### src/rtl/a2b_pkg.sv
package a2b_pkg;
  localparam int unsigned A2B_WIDTH = 32;
  localparam int unsigned A2B_LAT   = 1;
endpackage

### src/rtl/a2b_carry_seed.sv
// Masked carry out of bit 0: (r0 & ~a0) ^ q. The select a0 ^ r0 is never formed.
module a2b_carry_seed (
  input  logic amask_b0_i,
  input  logic mask_b0_i,
  input  logic rand_i,
  output logic carry_m_o
);
  always_comb carry_m_o = (mask_b0_i & ~amask_b0_i) ^ rand_i;
endmodule

### src/rtl/a2b_carry_mux.sv
// One masked carry stage: select 1 -> masked r_j, select 0 -> masked incoming carry.
module a2b_carry_mux (
  input  logic sel_i,
  input  logic rmask_m_i,
  input  logic carry_m_i,
  output logic carry_m_o
);
  always_comb carry_m_o = sel_i ? rmask_m_i : carry_m_i;
endmodule

### src/rtl/a2b_chain.sv
module a2b_chain #(
  parameter int unsigned W = a2b_pkg::A2B_WIDTH
) (
  input  logic [W-1:0] amask_i,
  input  logic [W-1:0] mask_i,
  input  logic         rand_i,
  output logic [W-1:0] bmask_o
);
  localparam int unsigned NCARRY = W - 1;

  // carry_m[j] = c_j ^ q, for j = 0 .. W-2
  logic [NCARRY-1:0] carry_m;
  logic [W-1:0]      rmask_m;

  always_comb rmask_m = mask_i ^ {W{rand_i}};

  a2b_carry_seed i_seed (
    .amask_b0_i (amask_i[0]),
    .mask_b0_i  (mask_i[0]),
    .rand_i     (rand_i),
    .carry_m_o  (carry_m[0])
  );

  for (genvar j = 1; j < NCARRY; j++) begin : g_stage
    logic sel;
    always_comb sel = amask_i[j] ^ mask_i[j];
    a2b_carry_mux i_mux (
      .sel_i     (sel),
      .rmask_m_i (rmask_m[j]),
      .carry_m_i (carry_m[j-1]),
      .carry_m_o (carry_m[j])
    );
  end

  always_comb bmask_o[0] = amask_i[0];

  for (genvar j = 1; j < W; j++) begin : g_out
    // mask q removed last, after the masked carry has been folded in
    always_comb bmask_o[j] = (amask_i[j] ^ carry_m[j-1]) ^ rand_i;
  end
endmodule

### src/rtl/a2b_masked_conv.sv
module a2b_masked_conv #(
  parameter int unsigned W = a2b_pkg::A2B_WIDTH
) (
  input  logic         clk_i,
  input  logic         rst_ni,
  input  logic [W-1:0] amask_val_i,
  input  logic [W-1:0] mask_i,
  input  logic         rand_bit_i,
  output logic [W-1:0] bmask_val_o
);
  logic [W-1:0] conv_d;
  logic [W-1:0] conv_q;

  a2b_chain #(.W(W)) i_chain (
    .amask_i (amask_val_i),
    .mask_i  (mask_i),
    .rand_i  (rand_bit_i),
    .bmask_o (conv_d)
  );

  always_ff @(posedge clk_i or negedge rst_ni) begin
    if (!rst_ni) conv_q <= '0;
    else         conv_q <= conv_d;
  end

  assign bmask_val_o = conv_q;
endmodule

### config.mk
export PLATFORM = sky130hd
export DESIGN_NAME = a2b_masked_conv
export DESIGN_NICKNAME = d
export VERILOG_FILES = /design/src/rtl/a2b_pkg.sv /design/src/rtl/a2b_carry_seed.sv /design/src/rtl/a2b_carry_mux.sv /design/src/rtl/a2b_chain.sv /design/src/rtl/a2b_masked_conv.sv
export SDC_FILE = /design/constraint.sdc
export NUM_CORES = 1
export LEC_CHECK = 0
export BUFFER_PORTS_ARGS = -buffer_cell sky130_fd_sc_hd__buf_2
export CORE_ASPECT_RATIO = 0.6
export CORE_UTILIZATION = 47
export DETAILED_ROUTE_END_ITERATION = 8
export HOLD_SLACK_MARGIN = 0.08
export PLACE_DENSITY = 0.85
export SLEW_MARGIN = 20
export SYNTH_ARGS = -nofsm -noshare
export SYNTH_HDL_FRONTEND = slang
export SYNTH_SLANG_ARGS = --single-unit
### constraint.sdc
create_clock -name clk_i -period 0.8 [get_ports clk_i]
set_clock_uncertainty 0.1 [all_clocks]
set_input_delay 0 -clock clk_i [delete_from_list [all_inputs] [get_ports clk_i]]
set_output_delay 0 -clock clk_i [all_outputs]
set_load 0.005 [all_outputs]
Word-level counts from Yosys, hierarchy flattened
Cells that the tools add are included.
{"block": "classes", "n_bitwise": 96, "n_mux": 30}
{"operator": "bitwise XOR 1 bit", "n": 93}
{"operator": "bitwise XOR 31 bit", "n": 1}
{"operator": "2-to-1 mux 1 bit", "n": 30}
{"operator": "AND 1 bit", "n": 1}
{"operator": "inverter 1 bit", "n": 1}
{"block": "word_totals", "wordCells": 127, "ff_bits": 32, "output_inout_bits": 32}

Depth between registers and ports, before layout
{"block": "logic_depth", "depth_word": 35, "mapped_depth": 18}

Modules after synthesis
A second synthesis with hierarchy kept.
{"block": "unflattened", "hier_cells": 163, "hier_area_um2": 2630.0}
{"mod": "a2b_chain", "seq_area_each_um2": 0.0, "area_per_inst_um2": 1348.8, "n_inst": 1, "cells_each": 99}
{"mod": "a2b_masked_conv", "seq_area_each_um2": 800.8, "area_per_inst_um2": 800.8, "n_inst": 1, "cells_each": 32}
{"mod": "a2b_carry_mux", "seq_area_each_um2": 0.0, "area_per_inst_um2": 15.0, "n_inst": 30, "cells_each": 1}
{"mod": "a2b_carry_seed", "seq_area_each_um2": 0.0, "area_per_inst_um2": 30.0, "n_inst": 1, "cells_each": 2}

Least setup slack after synthesis
Ideal clock, no wire load.
{"block": "synth_path", "kind": "input to register", "start": "input port mask_i[4]", "end": "register conv_q[30], in the netlist bmask_val_o[30]", "path_buffers": 1, "path_stages": 18, "slack_ns": -3.026, "setup_time_ns": 0.121, "arrival_ns": 3.605, "t_required_ns": 0.579, "path_cell_list": "nor2b_1 -> maj3_2 -> maj3_2 -> a21oi_2 -> and3_1 -> buf_4 -> a31oi_4 -> a2111o_2 -> o211ai_1 -> a21oi_1 -> o41ai_2 -> a311oi_2 -> o31ai_2 -> o2111ai_2 -> a21oi_1 -> a311oi_2 -> maj3_2 -> xor2_1"}
{"block": "synth_via", "elab_chain_cells": 29, "word_cells_on_any_way": 30, "cone_classes": "mux: 26; bitwise: 4"}
{"item": "from (decl)", "line_no": "a2b_masked_conv.sv:7", "text": "input logic [W-1:0] mask_i,"}
{"item": "bitwise XOR 31 bit or bitwise XOR 1 bit (tied branches)", "line_no": "a2b_chain.sv:15, a2b_chain.sv:26"}
{"item": "2-to-1 mux 1 bit (*) (26 in series)", "line_no": "a2b_carry_mux.sv:8", "text": "always_comb carry_m_o = sel_i ? rmask_m_i : carry_m_i;"}
{"item": "bitwise XOR 1 bit (*) (2 in series)", "line_no": "a2b_chain.sv:39", "text": "always_comb bmask_o[j] = (amask_i[j] ^ carry_m[j-1]) ^ rand_i;"}
{"item": "net conv_d[30]", "line_no": "a2b_masked_conv.sv:11", "text": "logic [W-1:0] conv_d;"}
{"item": "to (signal assigned)", "line_no": "a2b_masked_conv.sv:23", "text": "else conv_q <= conv_d;"}
{"item": "to (decl)", "line_no": "a2b_masked_conv.sv:12", "text": "logic [W-1:0] conv_q;"}
Mark *: on every way through the listed nets, which the timed path passes. The rest lies on a longest branch.

Final worst setup path
{"block": "layout_path", "start": "input port amask_val_i[5]", "end": "register conv_q[29], in the netlist bmask_val_o[29]"}
{"block": "layout_via", "elab_chain_cells": 27}
{"item": "from (decl)", "line_no": "a2b_masked_conv.sv:6", "text": "input logic [W-1:0] amask_val_i,"}
{"item": "bitwise XOR 1 bit", "line_no": "a2b_chain.sv:26", "text": "always_comb sel = amask_i[j] ^ mask_i[j];"}
{"item": "2-to-1 mux 1 bit (24 in series)", "line_no": "a2b_carry_mux.sv:8"}
{"item": "bitwise XOR 1 bit (2 in series)", "line_no": "a2b_chain.sv:39"}
{"item": "net conv_d[29]", "line_no": "a2b_masked_conv.sv:11"}
The timed path passes the listed nets, and every way through them passes these cells.

==> run metrics <==
syn_nets=280; Die Ht=roughly 53 um; nature of the critical path endpoint=register; number of synthesized flops with an enable pin=0; Crit path top cell by count=buf_4; IO Pins=99; Worst Path Required=930 ps; Global Route Usage Sum=0.340; Main synth FF type=dfrtp_1; Worst Tran Pin Value=between 500 and 600 ps; Fin Hold WS=-126 ps; pre-CTS WS=-3250 ps; Crit Path Max Fanout=3; Max Buffers Root-to-Sink=2; RSZ-0062 raised after global routing=yes; Avg WL per Cell=22.7 um; Antenna Nets Post-Route=0; Cells after Synth=213; synthesis-to-finish area growth=87.3%; Final Max Tran Viols=0; clock sinks=32; crit-path cells=buf_2 > buf_4 > a222oi_1 > buf_4 > and4b_1 > a21oi_4 > and3_4 > a31oi_4 > a2111o_2 > nand2_4 > a2111oi_4 > o31ai_2 > a311oi_2 > buf_4 > o21ai_2 > o2111ai_2 > a21oi_2 > a311oi_4 > buf_4 > buf_4 > buf_6 > xnor2_2; gr ovfl total=0; Synth cell types=48; synthesized flop and latch total=32; Via Count=approximately 2800; Setup WS post-layout=-3130 ps; sequential share of the synthesized area=0.387; final hold vios=23; Yosys top cell area share=0.387; Final setup viols=62; VDD IR-drop max=between 1000 and 1500 uV; share of cells above drive strength 1=0.644; crit-path max cell delay=about 480 ps; Vias/cell=5.95; # diodes=0; area leader, netlist=dfrtp_1; Post-Synth Simple-Gate Area=0.174; post-DP HPWL=between 4000 and 5000 um; pin count of the biggest net entering global routing=33; first-pass iteration count of the detailed router=7; Slowest cell on crit path=a2111oi_4; XOR/XNOR Fraction of Synth Area=0.127; Inserted Clock Buffers=5; min cycle time layout=~4000 ps; pwr/cell area=~1600 nW/um^2; status=finished, violations left; Synth area leaders=dfrtp_1, xnor2_1, maj3_1, inv_1, nor2b_1; Clock transition at path regs=80 ps; YS warnings=0; DRT Wirelength=10800 um; die width=87.6 um; failing checks=negative hold slack, negative setup slack; num rows=18; ys async rst share=1.00; Synth Area in Compound Gates=0.183; residual DRC count=0; max reg flops=32; Max Freq=255 MHz; CP endpoint=bmask_val_o[29]$_DFF_PN0_; HP Class=input port to register; initial core utilization=0.496; CP Launch Point=amask_val_i[5]; setup TNS=-53200 ps; Period Utilization, post-route=4.91; arrival time worst endpoint=between 4000 and 5000 ps; Buffers on Ports=96; vias in the first global route=between 2000 and 2500; Placer Congestion=0.829; Crit Path Category=input port to register; antenna violations before repair=0; Post-Synthesis Cell Area=2070 um^2; Final nets=482; mean post-synth cell area=slightly below 10 um^2; CTS tree=yes; die area=4680 um^2; Core Box Area=4170 um^2; adder-cell share of the synthesized area=0.0757; cts hold-fix bufs=6; max cap viols=0; root buf cell=clkbuf_8; multiplexer share of the synthesized area=0; Critical Path Start Type=input port; first-pass GRT wire length=roughly 11000 um; LEAKAGE=1.94 nW; largest family of logic cells by synthesized area=compound AO/OA/AOI/OAI gates; relative slew slack=0.635; htree depth=2; DRT iter0 DRCs=about 320
## metal layers
layer  share of wire  track usage  vias to the layer above
met5               0            0                        -
met4           0.079        0.235                        0
met3           0.096       0.0920                      102
met2            0.47        0.612                      279
met1            0.36        0.353                     1318
li1                -            -                     1134
## cell usage after synthesis (4+ instances only)
master    instances
maj3_2            5
nor2b_1          13
a31oi_1           4
dfrtp_1          32
xnor2_1          24
inv_1            23
nand2b_1         11
nand2_1          10
o21ai_0           8
nand3_1           6
a21oi_1           8
nor3_1            5
xor2_1            6
nor2_1            7
maj3_1           10
## per-stage QoR
stage                     power (W)  instance area (um^2)  std cells  hold WS [ps]  utilization
after floorplan             0.00279                  2110        213          -396            -
after global placement      0.00369                  3180        436          -131        0.764
after detailed placement    0.00378                  3180        436          -124        0.764
after CTS                   0.00560                  3620        463          -114        0.870
after global routing        0.00645                  3870        476          -108        0.929
final                       0.00625                  3870        476          -126        0.929
## cells in the final DEF, fill, tap and decap left out, types with 2 or more instances in the layout
cell	n
nor2_1	7
nand3_2	2
buf_6	22
nand3b_1	2
clkbuf_8	5
nand3_1	3
dfrtp_1	32
xor2_1	6
nand2b_1	10
maj3_2	14
xnor2_2	12
a31oi_1	2
nand2_1	7
xnor2_1	11
nand2b_4	2
a21oi_2	5
nor3_1	4
o21ai_2	4
o21ai_0	4
a31oi_4	2
nor2b_1	11
o31ai_2	2
a21boi_1	2
clkinv_1	2
buf_4	75
nand2_4	3
dlygate4sd3_1	5
buf_2	94
a21oi_1	4
nand2_2	2
inv_1	23
## worst min-delay path by stage
stage                     from                   endpoint  slack, ps  cells after the start
2_1_floorplan           rst_ni   bmask_val_o[0]$_DFF_PN0_       -400                      0
3_3_place_gp            rst_ni   bmask_val_o[5]$_DFF_PN0_       -130                      2
3_5_place_dp            rst_ni   bmask_val_o[8]$_DFF_PN0_       -120                      2
4_1_cts         amask_val_i[3]   bmask_val_o[3]$_DFF_PN0_       -110                      2
5_1_grt         amask_val_i[3]   bmask_val_o[3]$_DFF_PN0_       -110                      2
6_report       amask_val_i[23]  bmask_val_o[23]$_DFF_PN0_       -130                      3
## area by class of cell
type	count	area (um^2)
clock buffers	6	72.6
fillers	126	295
flip-flops and latches	32	801
inverters	26	97.6
clock inverters	2	35.0
well taps	60	75.1
repair buffers	197	1350
multi-input cells	153	1440
## power breakdown
part / leakage (nW) / switching (W) / internal (W)
combinational: 1.51 / 0.00124 / 0.00137
clock: 0.0552 / 0.000717 / 0.000926
sequential: 0.373 / 0.000117 / 0.00187
## critical path, delay by kind of cell
| family | cells | cell delay, ps |
|---|---|---|
| AND/OR/NAND/NOR | 3 | 590 |
| buffers and inverters | 7 | 1000 |
| XOR/XNOR | 1 | 90 |
| AO/OA/AOI/OAI | 11 | 2370 |
## logic make-up after synthesis
kind of cell,Yosys count
flops,32
compound gates,44
simple gates,64
buf+inv,28
fa+ha+maj,15
xor+xnor,30
## repair_timing
| action | CTS | global route |
|---|---|---|
| setup endpoints to repair | 61 | 61 |
| buffers inserted | 15 | 18 |
| resized for setup | 37 | 33 |
| pin swaps | 30 | 23 |
| endpoints found under the hold margin | 64 | 29 |
Note: power is estimated with default switching activity, not from simulation.
